`src/rtl/serad_pkg.sv`:
```
package serad_pkg;

  typedef enum logic {
    CY_CLR = 1'b0,
    CY_SET = 1'b1
  } cy2_st_e;

  // encoding {carry, sum}
  typedef enum logic [1:0] {
    C0_S0 = 2'b00,
    C0_S1 = 2'b01,
    C1_S0 = 2'b10,
    C1_S1 = 2'b11
  } cy4_st_e;

  function automatic logic [1:0] full_add(input logic x, input logic y, input logic ci);
    return {(x & y) | (ci & (x ^ y)), x ^ y ^ ci};
  endfunction

endpackage

```
`src/rtl/serad_piso.sv`:
```
module serad_piso #(
  parameter int WIDTH = 8
) (
  input  logic             clk_i,
  input  logic             rst_ni,
  input  logic             load_i,
  input  logic [WIDTH-1:0] par_i,
  input  logic             shift_i,
  output logic             ser_o
);
  logic [WIDTH-1:0] q;

  always_ff @(posedge clk_i or negedge rst_ni) begin
    if (!rst_ni)      q <= '0;
    else if (load_i)  q <= par_i;
    else if (shift_i) q <= {1'b0, q[WIDTH-1:1]};
  end

  assign ser_o = q[0];
endmodule

```
`src/rtl/serad_sipo.sv`:
```
module serad_sipo #(
  parameter int WIDTH = 8
) (
  input  logic             clk_i,
  input  logic             rst_ni,
  input  logic             shift_i,
  input  logic             ser_i,
  output logic [WIDTH-1:0] par_o
);
  logic [WIDTH-1:0] q;

  always_ff @(posedge clk_i or negedge rst_ni) begin
    if (!rst_ni)      q <= '0;
    else if (shift_i) q <= {ser_i, q[WIDTH-1:1]};
  end

  assign par_o = q;
endmodule

```
`src/rtl/serad_carry_fsm.sv`:
```
module serad_carry_fsm
  import serad_pkg::*;
#(
  parameter bit MOORE = 1'b0
) (
  input  logic clk_i,
  input  logic rst_ni,
  input  logic clr_i,
  input  logic en_i,
  input  logic a_i,
  input  logic b_i,
  output logic sum_bit_o,
  output logic carry_o
);
  if (MOORE) begin : g_moore
    cy4_st_e st_q, st_d;

    assign st_d = cy4_st_e'(full_add(a_i, b_i, st_q[1]));

    always_ff @(posedge clk_i or negedge rst_ni) begin
      if (!rst_ni)    st_q <= C0_S0;
      else if (clr_i) st_q <= C0_S0;
      else if (en_i)  st_q <= st_d;
    end

    assign sum_bit_o = st_q[0];
    assign carry_o   = st_q[1];

    p_moore_sum_r9: assert property (@(posedge clk_i) disable iff (!rst_ni)
      (en_i && !clr_i) |=> (sum_bit_o == ($past(a_i) ^ $past(b_i) ^ $past(carry_o))));
    p_moore_cy_r9: assert property (@(posedge clk_i) disable iff (!rst_ni)
      (en_i && !clr_i && a_i && b_i) |=> carry_o);
  end else begin : g_mealy
    cy2_st_e st_q, st_d;

    always_comb begin
      unique case (st_q)
        CY_CLR:  st_d = (a_i & b_i) ? CY_SET : CY_CLR;
        default: st_d = (a_i | b_i) ? CY_SET : CY_CLR;
      endcase
    end

    always_ff @(posedge clk_i or negedge rst_ni) begin
      if (!rst_ni)    st_q <= CY_CLR;
      else if (clr_i) st_q <= CY_CLR;
      else if (en_i)  st_q <= st_d;
    end

    assign carry_o   = (st_q == CY_SET);
    assign sum_bit_o = a_i ^ b_i ^ carry_o;

    p_mealy_set_r8: assert property (@(posedge clk_i) disable iff (!rst_ni)
      (en_i && !clr_i && !carry_o && !(a_i && b_i)) |=> !carry_o);
    p_mealy_keep_r8: assert property (@(posedge clk_i) disable iff (!rst_ni)
      (en_i && !clr_i && carry_o && (a_i || b_i)) |=> carry_o);
    p_mealy_go_r8: assert property (@(posedge clk_i) disable iff (!rst_ni)
      (en_i && !clr_i && (a_i == b_i)) |=> (carry_o == $past(a_i)));
  end

  p_clr_r5: assert property (@(posedge clk_i) disable iff (!rst_ni)
    clr_i |=> !carry_o);
endmodule

```
`src/rtl/serad_ctrl.sv`:
```
module serad_ctrl #(
  parameter int WIDTH = 8,
  parameter bit MOORE = 1'b0
) (
  input  logic clk_i,
  input  logic rst_ni,
  input  logic load_i,
  input  logic start_i,
  output logic go_o,
  output logic op_en_o,
  output logic sum_en_o,
  output logic done_o
);
  localparam int LAST  = WIDTH - 1 + (MOORE ? 1 : 0);
  localparam int CNT_W = $clog2(WIDTH + 1);

  logic             running_q, done_q;
  logic [CNT_W-1:0] cnt_q;
  logic             last;

  assign last     = (cnt_q == CNT_W'(LAST));
  assign go_o     = start_i & ~load_i & ~running_q;
  assign op_en_o  = running_q & (cnt_q < CNT_W'(WIDTH));
  // Moore output lags one cycle: skip the first sum shift
  assign sum_en_o = running_q & (!MOORE || (cnt_q != '0));
  assign done_o   = done_q;

  always_ff @(posedge clk_i or negedge rst_ni) begin
    if (!rst_ni) begin
      running_q <= 1'b0;
      cnt_q     <= '0;
      done_q    <= 1'b0;
    end else if (load_i) begin
      running_q <= 1'b0;
      cnt_q     <= '0;
      done_q    <= 1'b0;
    end else if (go_o) begin
      running_q <= 1'b1;
      cnt_q     <= '0;
      done_q    <= 1'b0;
    end else if (running_q) begin
      done_q <= last;
      if (last) running_q <= 1'b0;
      else      cnt_q     <= cnt_q + CNT_W'(1);
    end else begin
      done_q <= 1'b0;
    end
  end

  p_done_pulse_r3: assert property (@(posedge clk_i) disable iff (!rst_ni)
    done_o |=> !done_o);
  p_run_on_r6: assert property (@(posedge clk_i) disable iff (!rst_ni)
    (running_q && !load_i && !last) |=> (running_q && cnt_q == $past(cnt_q) + CNT_W'(1)));
  p_load_abort_r5: assert property (@(posedge clk_i) disable iff (!rst_ni)
    load_i |=> (!running_q && !done_o));
  p_done_src_r3: assert property (@(posedge clk_i) disable iff (!rst_ni)
    $rose(done_o) |-> $past(running_q));
endmodule

```
`src/rtl/bit_serial_adder.sv`:
```
module bit_serial_adder #(
  parameter int WIDTH = 8,
  parameter bit MOORE = 1'b0
) (
  input  logic             clk_i,
  input  logic             rst_ni,
  input  logic             load_i,
  input  logic [WIDTH-1:0] a_i,
  input  logic [WIDTH-1:0] b_i,
  input  logic             start_i,
  output logic [WIDTH-1:0] sum_o,
  output logic             carry_o,
  output logic             done_o
);
  logic go, op_en, sum_en;
  logic a_bit, b_bit, s_bit;

  serad_ctrl #(.WIDTH(WIDTH), .MOORE(MOORE)) u_ctrl (
    .clk_i   (clk_i),
    .rst_ni  (rst_ni),
    .load_i  (load_i),
    .start_i (start_i),
    .go_o    (go),
    .op_en_o (op_en),
    .sum_en_o(sum_en),
    .done_o  (done_o)
  );

  serad_piso #(.WIDTH(WIDTH)) u_op_a (
    .clk_i  (clk_i),
    .rst_ni (rst_ni),
    .load_i (load_i),
    .par_i  (a_i),
    .shift_i(op_en),
    .ser_o  (a_bit)
  );

  serad_piso #(.WIDTH(WIDTH)) u_op_b (
    .clk_i  (clk_i),
    .rst_ni (rst_ni),
    .load_i (load_i),
    .par_i  (b_i),
    .shift_i(op_en),
    .ser_o  (b_bit)
  );

  serad_carry_fsm #(.MOORE(MOORE)) u_fsm (
    .clk_i    (clk_i),
    .rst_ni   (rst_ni),
    .clr_i    (load_i | go),
    .en_i     (op_en),
    .a_i      (a_bit),
    .b_i      (b_bit),
    .sum_bit_o(s_bit),
    .carry_o  (carry_o)
  );

  serad_sipo #(.WIDTH(WIDTH)) u_sum (
    .clk_i  (clk_i),
    .rst_ni (rst_ni),
    .shift_i(sum_en),
    .ser_i  (s_bit),
    .par_o  (sum_o)
  );

  p_hold_after_done_r7: assert property (@(posedge clk_i) disable iff (!rst_ni)
    done_o |=> $stable(sum_o));
  p_reset_r1: assert property (@(posedge clk_i)
    !rst_ni |-> (sum_o == '0 && !carry_o && !done_o));
endmodule

```
`config.mk`:
```
export PLATFORM = sky130hd
export DESIGN_NAME = bit_serial_adder
export DESIGN_NICKNAME = d
export VERILOG_FILES = /design/src/rtl/serad_pkg.sv /design/src/rtl/serad_piso.sv /design/src/rtl/serad_sipo.sv /design/src/rtl/serad_carry_fsm.sv /design/src/rtl/serad_ctrl.sv /design/src/rtl/bit_serial_adder.sv
export SDC_FILE = /design/constraint.sdc
export NUM_CORES = 1
export LEC_CHECK = 0
export BUFFER_PORTS_ARGS = -buffer_cell sky130_fd_sc_hd__clkbuf_2
export CORE_AREA = 2 2 72 74
export DETAILED_ROUTE_END_ITERATION = 10
export DIE_AREA = 0 0 74 76
export PLACE_DENSITY_LB_ADDON = 0.15
export SYNTH_ARGS = -nofsm -noshare
export SYNTH_HDL_FRONTEND = slang
export SYNTH_SLANG_ARGS = --single-unit
```
`constraint.sdc`:
```
create_clock -name clk_i -period 1.5 [get_ports clk_i]
set_input_delay 0.075 -clock clk_i [delete_from_list [all_inputs] [get_ports clk_i]]
set_output_delay 0.075 -clock clk_i [all_outputs]
set_load 0.01 [all_outputs]
```
==> impl_summary.txt <==
----------------------------------------------------
[Status]
  Status ... completed

[GRT]
  Pin count of the biggest net entering global routing ... 40
  First-pass GRT wire length ... 4610 um
  Initial antenna violation count ... 0
  Remaining Overflow, GRT ... 0
  Via count of the first global-routing pass ... 1057
  GRT Util Overall ... 0.106

[Yosys]
  Flop and latch count out of synthesis ... 31
  Cell with the most instances after synthesis ... sky130_fd_sc_hd__dfrtp_1
  Mapped Cells ... 132
  Number of warnings printed during yosys synthesis ... 0
  Largest cells by area after synthesis ... sky130_fd_sc_hd__dfrtp_1, sky130_fd_sc_hd__mux2i_1, sky130_fd_sc_hd__o21ai_0, sky130_fd_sc_hd__mux2_2, sky130_fd_sc_hd__nand2_1
  Part of the Yosys area used for sequential elements ... 0.544
  Number of enable-type register cells in the synthesized netlist ... 0
  Asr flop ratio synth ... 1.00
  Largest area contributor in the netlist ... sky130_fd_sc_hd__dfrtp_1
  Synth Cell Area ... 1430 um^2
  Syn Area/Cell ... 10.8 um^2
  Proportion of netlist area held by the largest area contributor ... 0.544
  Synth Flop Type ... sky130_fd_sc_hd__dfrtp_1
  Distinct cell type count after synthesis ... 27
  Synth top cells by count ... sky130_fd_sc_hd__dfrtp_1, sky130_fd_sc_hd__nand2_1, sky130_fd_sc_hd__o21ai_0, sky130_fd_sc_hd__mux2i_1, sky130_fd_sc_hd__mux2_2
  Number of nets produced by synthesis ... 155

[Detailed routing]
  Pre-antenna DRT Iters ... 4
  DRT antenna net count ... 0
  Routed vias/inst ... 4.42
  Remaining design rule violation count ... 0
  Routed vias ... 1082
  Wire length reported by the detailed router ... 2630 um
  DR iter-0 viols ... 42
  Wire length per cell after detailed routing ... 10.7 um

[Layout]
  # nets final ... 197
  Post-route non-filler standard cell count ... 245
  Post-layout instance area ... 1840 um^2
  Layout filler cell count ... 527
  Combined area of the multi-input logic cells ... 576 um^2
  Fraction of layout cells with a size suffix above 1 ... 0.280
  Ant diodes ... 0
  Area added between synthesis and finish ... 29.0%
  Sequential cell area in the final layout ... 776 um^2

[Clock tree]
  Post-cts resize count ... 0
  Clock-pin slew on the worst setup and hold paths ... 70 ps
  Total number of clock tree sinks ... 31
  CTS tree ... built
  Latest clock arrival within the worst-skew pair ... 280 ps
  Clock buffer count from CTS ... 5
  Library cell used as clock root buffer ... sky130_fd_sc_hd__clkbuf_8
  Maximum level of the CTS H-tree ... 2
  Number of buffers on the longest clock path ... 2
  Post-CTS setup buffers ... 0

[Die]
  Die extent in x ... 74 um
  DIE AREA ... 5620 um^2
  Starting Density ... 0.290
  Core region area ... 4910 um^2
  Top-level I/O count ... 30
  Cell Rows ... 26
  Die Height ... 76 um

[Place]
  HPWL after DPL ... 1790 um
  Gpl congestion ... 0.697
  Placed Instance Area ... 1650 um^2
  Placed cell count ... 226
  Buffers added on ports ... 29

[Timing]
  Number of max-slew violations in the final report ... 0
  Final number of setup-violating endpoints ... 0
  Setup_tns ... 0 ps
  Unrepaired setup endpoints after global routing ... no
  Hold WS ... 6.74 ps
  Slew @ Worst Pin ... 666 ps
  Tcrit/Tclk final ... 0.931
  Final hold viol count ... 0
  Period minus WS final ... 1400 ps
  Slew margin rel. ... 0.556
  Achievable frequency ... 716 MHz
  Clock skew after layout ... 4.17 ps

[Power]
  Leakage power ... 0.878 nW
  Power Total ... 2.15 mW
  VDD IR max ... 425 uV
  P per Cell Area ... 1170 nW/um^2

[Worst setup path]
  Data arrival time of the critical path ... 1580 ps
  Worst Setup Start Kind ... flop
  Worst-path fanout max ... 4
  Critical path start-end classification ... flop to flop
  Critical Path Sink Type ... flop
  Critical path required time ... 1690 ps

[Worst hold path]
  Min-Delay Path Class ... primary input to flop

[Run]
  Number of max-cap violations ... 0

----------------------------------------------------
## worst max-delay path, cell delays in order (launching register included)
cell and delay (ps):
sky130_fd_sc_hd__dfrtp_1 400, sky130_fd_sc_hd__ha_1 240, sky130_fd_sc_hd__or4_1 480, sky130_fd_sc_hd__a31oi_1 180
## area by class of cell
type	count	share of cell area
Sequential cell	31	0.421
Multi-Input combinational cell	87	0.313
Timing Repair Buffer	45	0.166
Tap cell	70	0.0476
Clock buffer	7	0.0415
Inverter	4	0.00816
Clock inverter	1	0.00272
## layout by cell type, fill, tap and decap left out, types with 2 or more instances in the layout
| master | n |
|---|---|
| sky130_fd_sc_hd__o21ai_0 | 17 |
| sky130_fd_sc_hd__a21oi_1 | 4 |
| sky130_fd_sc_hd__o211ai_1 | 2 |
| sky130_fd_sc_hd__mux2i_1 | 14 |
| sky130_fd_sc_hd__clkbuf_2 | 29 |
| sky130_fd_sc_hd__mux2_2 | 7 |
| sky130_fd_sc_hd__buf_4 | 4 |
| sky130_fd_sc_hd__inv_1 | 3 |
| sky130_fd_sc_hd__nand3_1 | 2 |
| sky130_fd_sc_hd__dlygate4sd3_1 | 11 |
| sky130_fd_sc_hd__nor2b_1 | 2 |
| sky130_fd_sc_hd__nand2_1 | 21 |
| sky130_fd_sc_hd__nor2_1 | 3 |
| sky130_fd_sc_hd__dfrtp_1 | 31 |
| sky130_fd_sc_hd__ha_1 | 3 |
| sky130_fd_sc_hd__clkbuf_8 | 5 |
| sky130_fd_sc_hd__nor3_1 | 3 |
| sky130_fd_sc_hd__clkbuf_1 | 2 |
## through the flow
stage / worst slack (ps) / utilization
after floorplan: 206 / -
after global placement: 171 / 0.336
after detailed placement: 124 / 0.336
after CTS: 106 / 0.375
after global routing: 28.8 / 0.375
final: 103 / 0.375
## where the power goes
group          switching [mW]  leakage (nW)  internal [mW]
clock                   0.295        0.0422          0.325
sequential             0.0930         0.381          0.984
combinational           0.209         0.455          0.245
## flip-flops by register name, summed over array words and instances (netlist names)
signal and flops:
u_fsm.carry_o 1, u_op_a.q 8, u_ctrl.cnt_q 4, u_ctrl.sum_en_o 1
u_sum.par_o 8, u_op_b.q 8, u_ctrl.done_o 1
## kinds of logic (layout without fill, tap and decap cells)
kind of cell | count (synthesis) | after routing | synth area share
multiplexers | 21 | 21 | 0.154
AND/OR/NAND/NOR | 35 | 35 | 0.111
adder cells (fa/ha/maj) | 3 | 3 | 0.0263
XOR/XNOR | 1 | 1 | 0.00614
flip-flops | 31 | 31 | 0.544
AO/OA/AOI/OAI | 27 | 27 | 0.107
buffers and inverters | 14 | 57 | 0.0526
## final timing paths
check,cells after the start,start,to,slack [ps]
min in group asynchronous,3,rst_ni,u_sum.par_o[1],350
max reg2reg,3,u_ctrl.cnt_q[0],u_ctrl.cnt_q[3],100
min,3,a_i[5],u_op_a.q[5],7
min reg2reg,1,u_sum.par_o[0],u_sum.par_o[0],500
max,3,u_ctrl.cnt_q[0],u_ctrl.cnt_q[3],100
max in group asynchronous,3,rst_ni,u_ctrl.cnt_q[3],860
## what timing repair did
| item | CTS | global route |
|---|---|---|
| endpoints found under the setup margin | 0 | 0 |
| hold endpoints to repair | 41 | 0 |
| hold buffers | 11 | 0 |
## layer usage
| metal | GRT usage | wire length (um) |
|---|---|---|
| met2 | 0.162 | 1220 |
| met3 | 0.0437 | 152 |
| met5 | 0 | 0 |
| met4 | 0.0473 | 46 |
| met1 | 0.130 | 1210 |
Note: power is estimated with default switching activity, not from simulation.
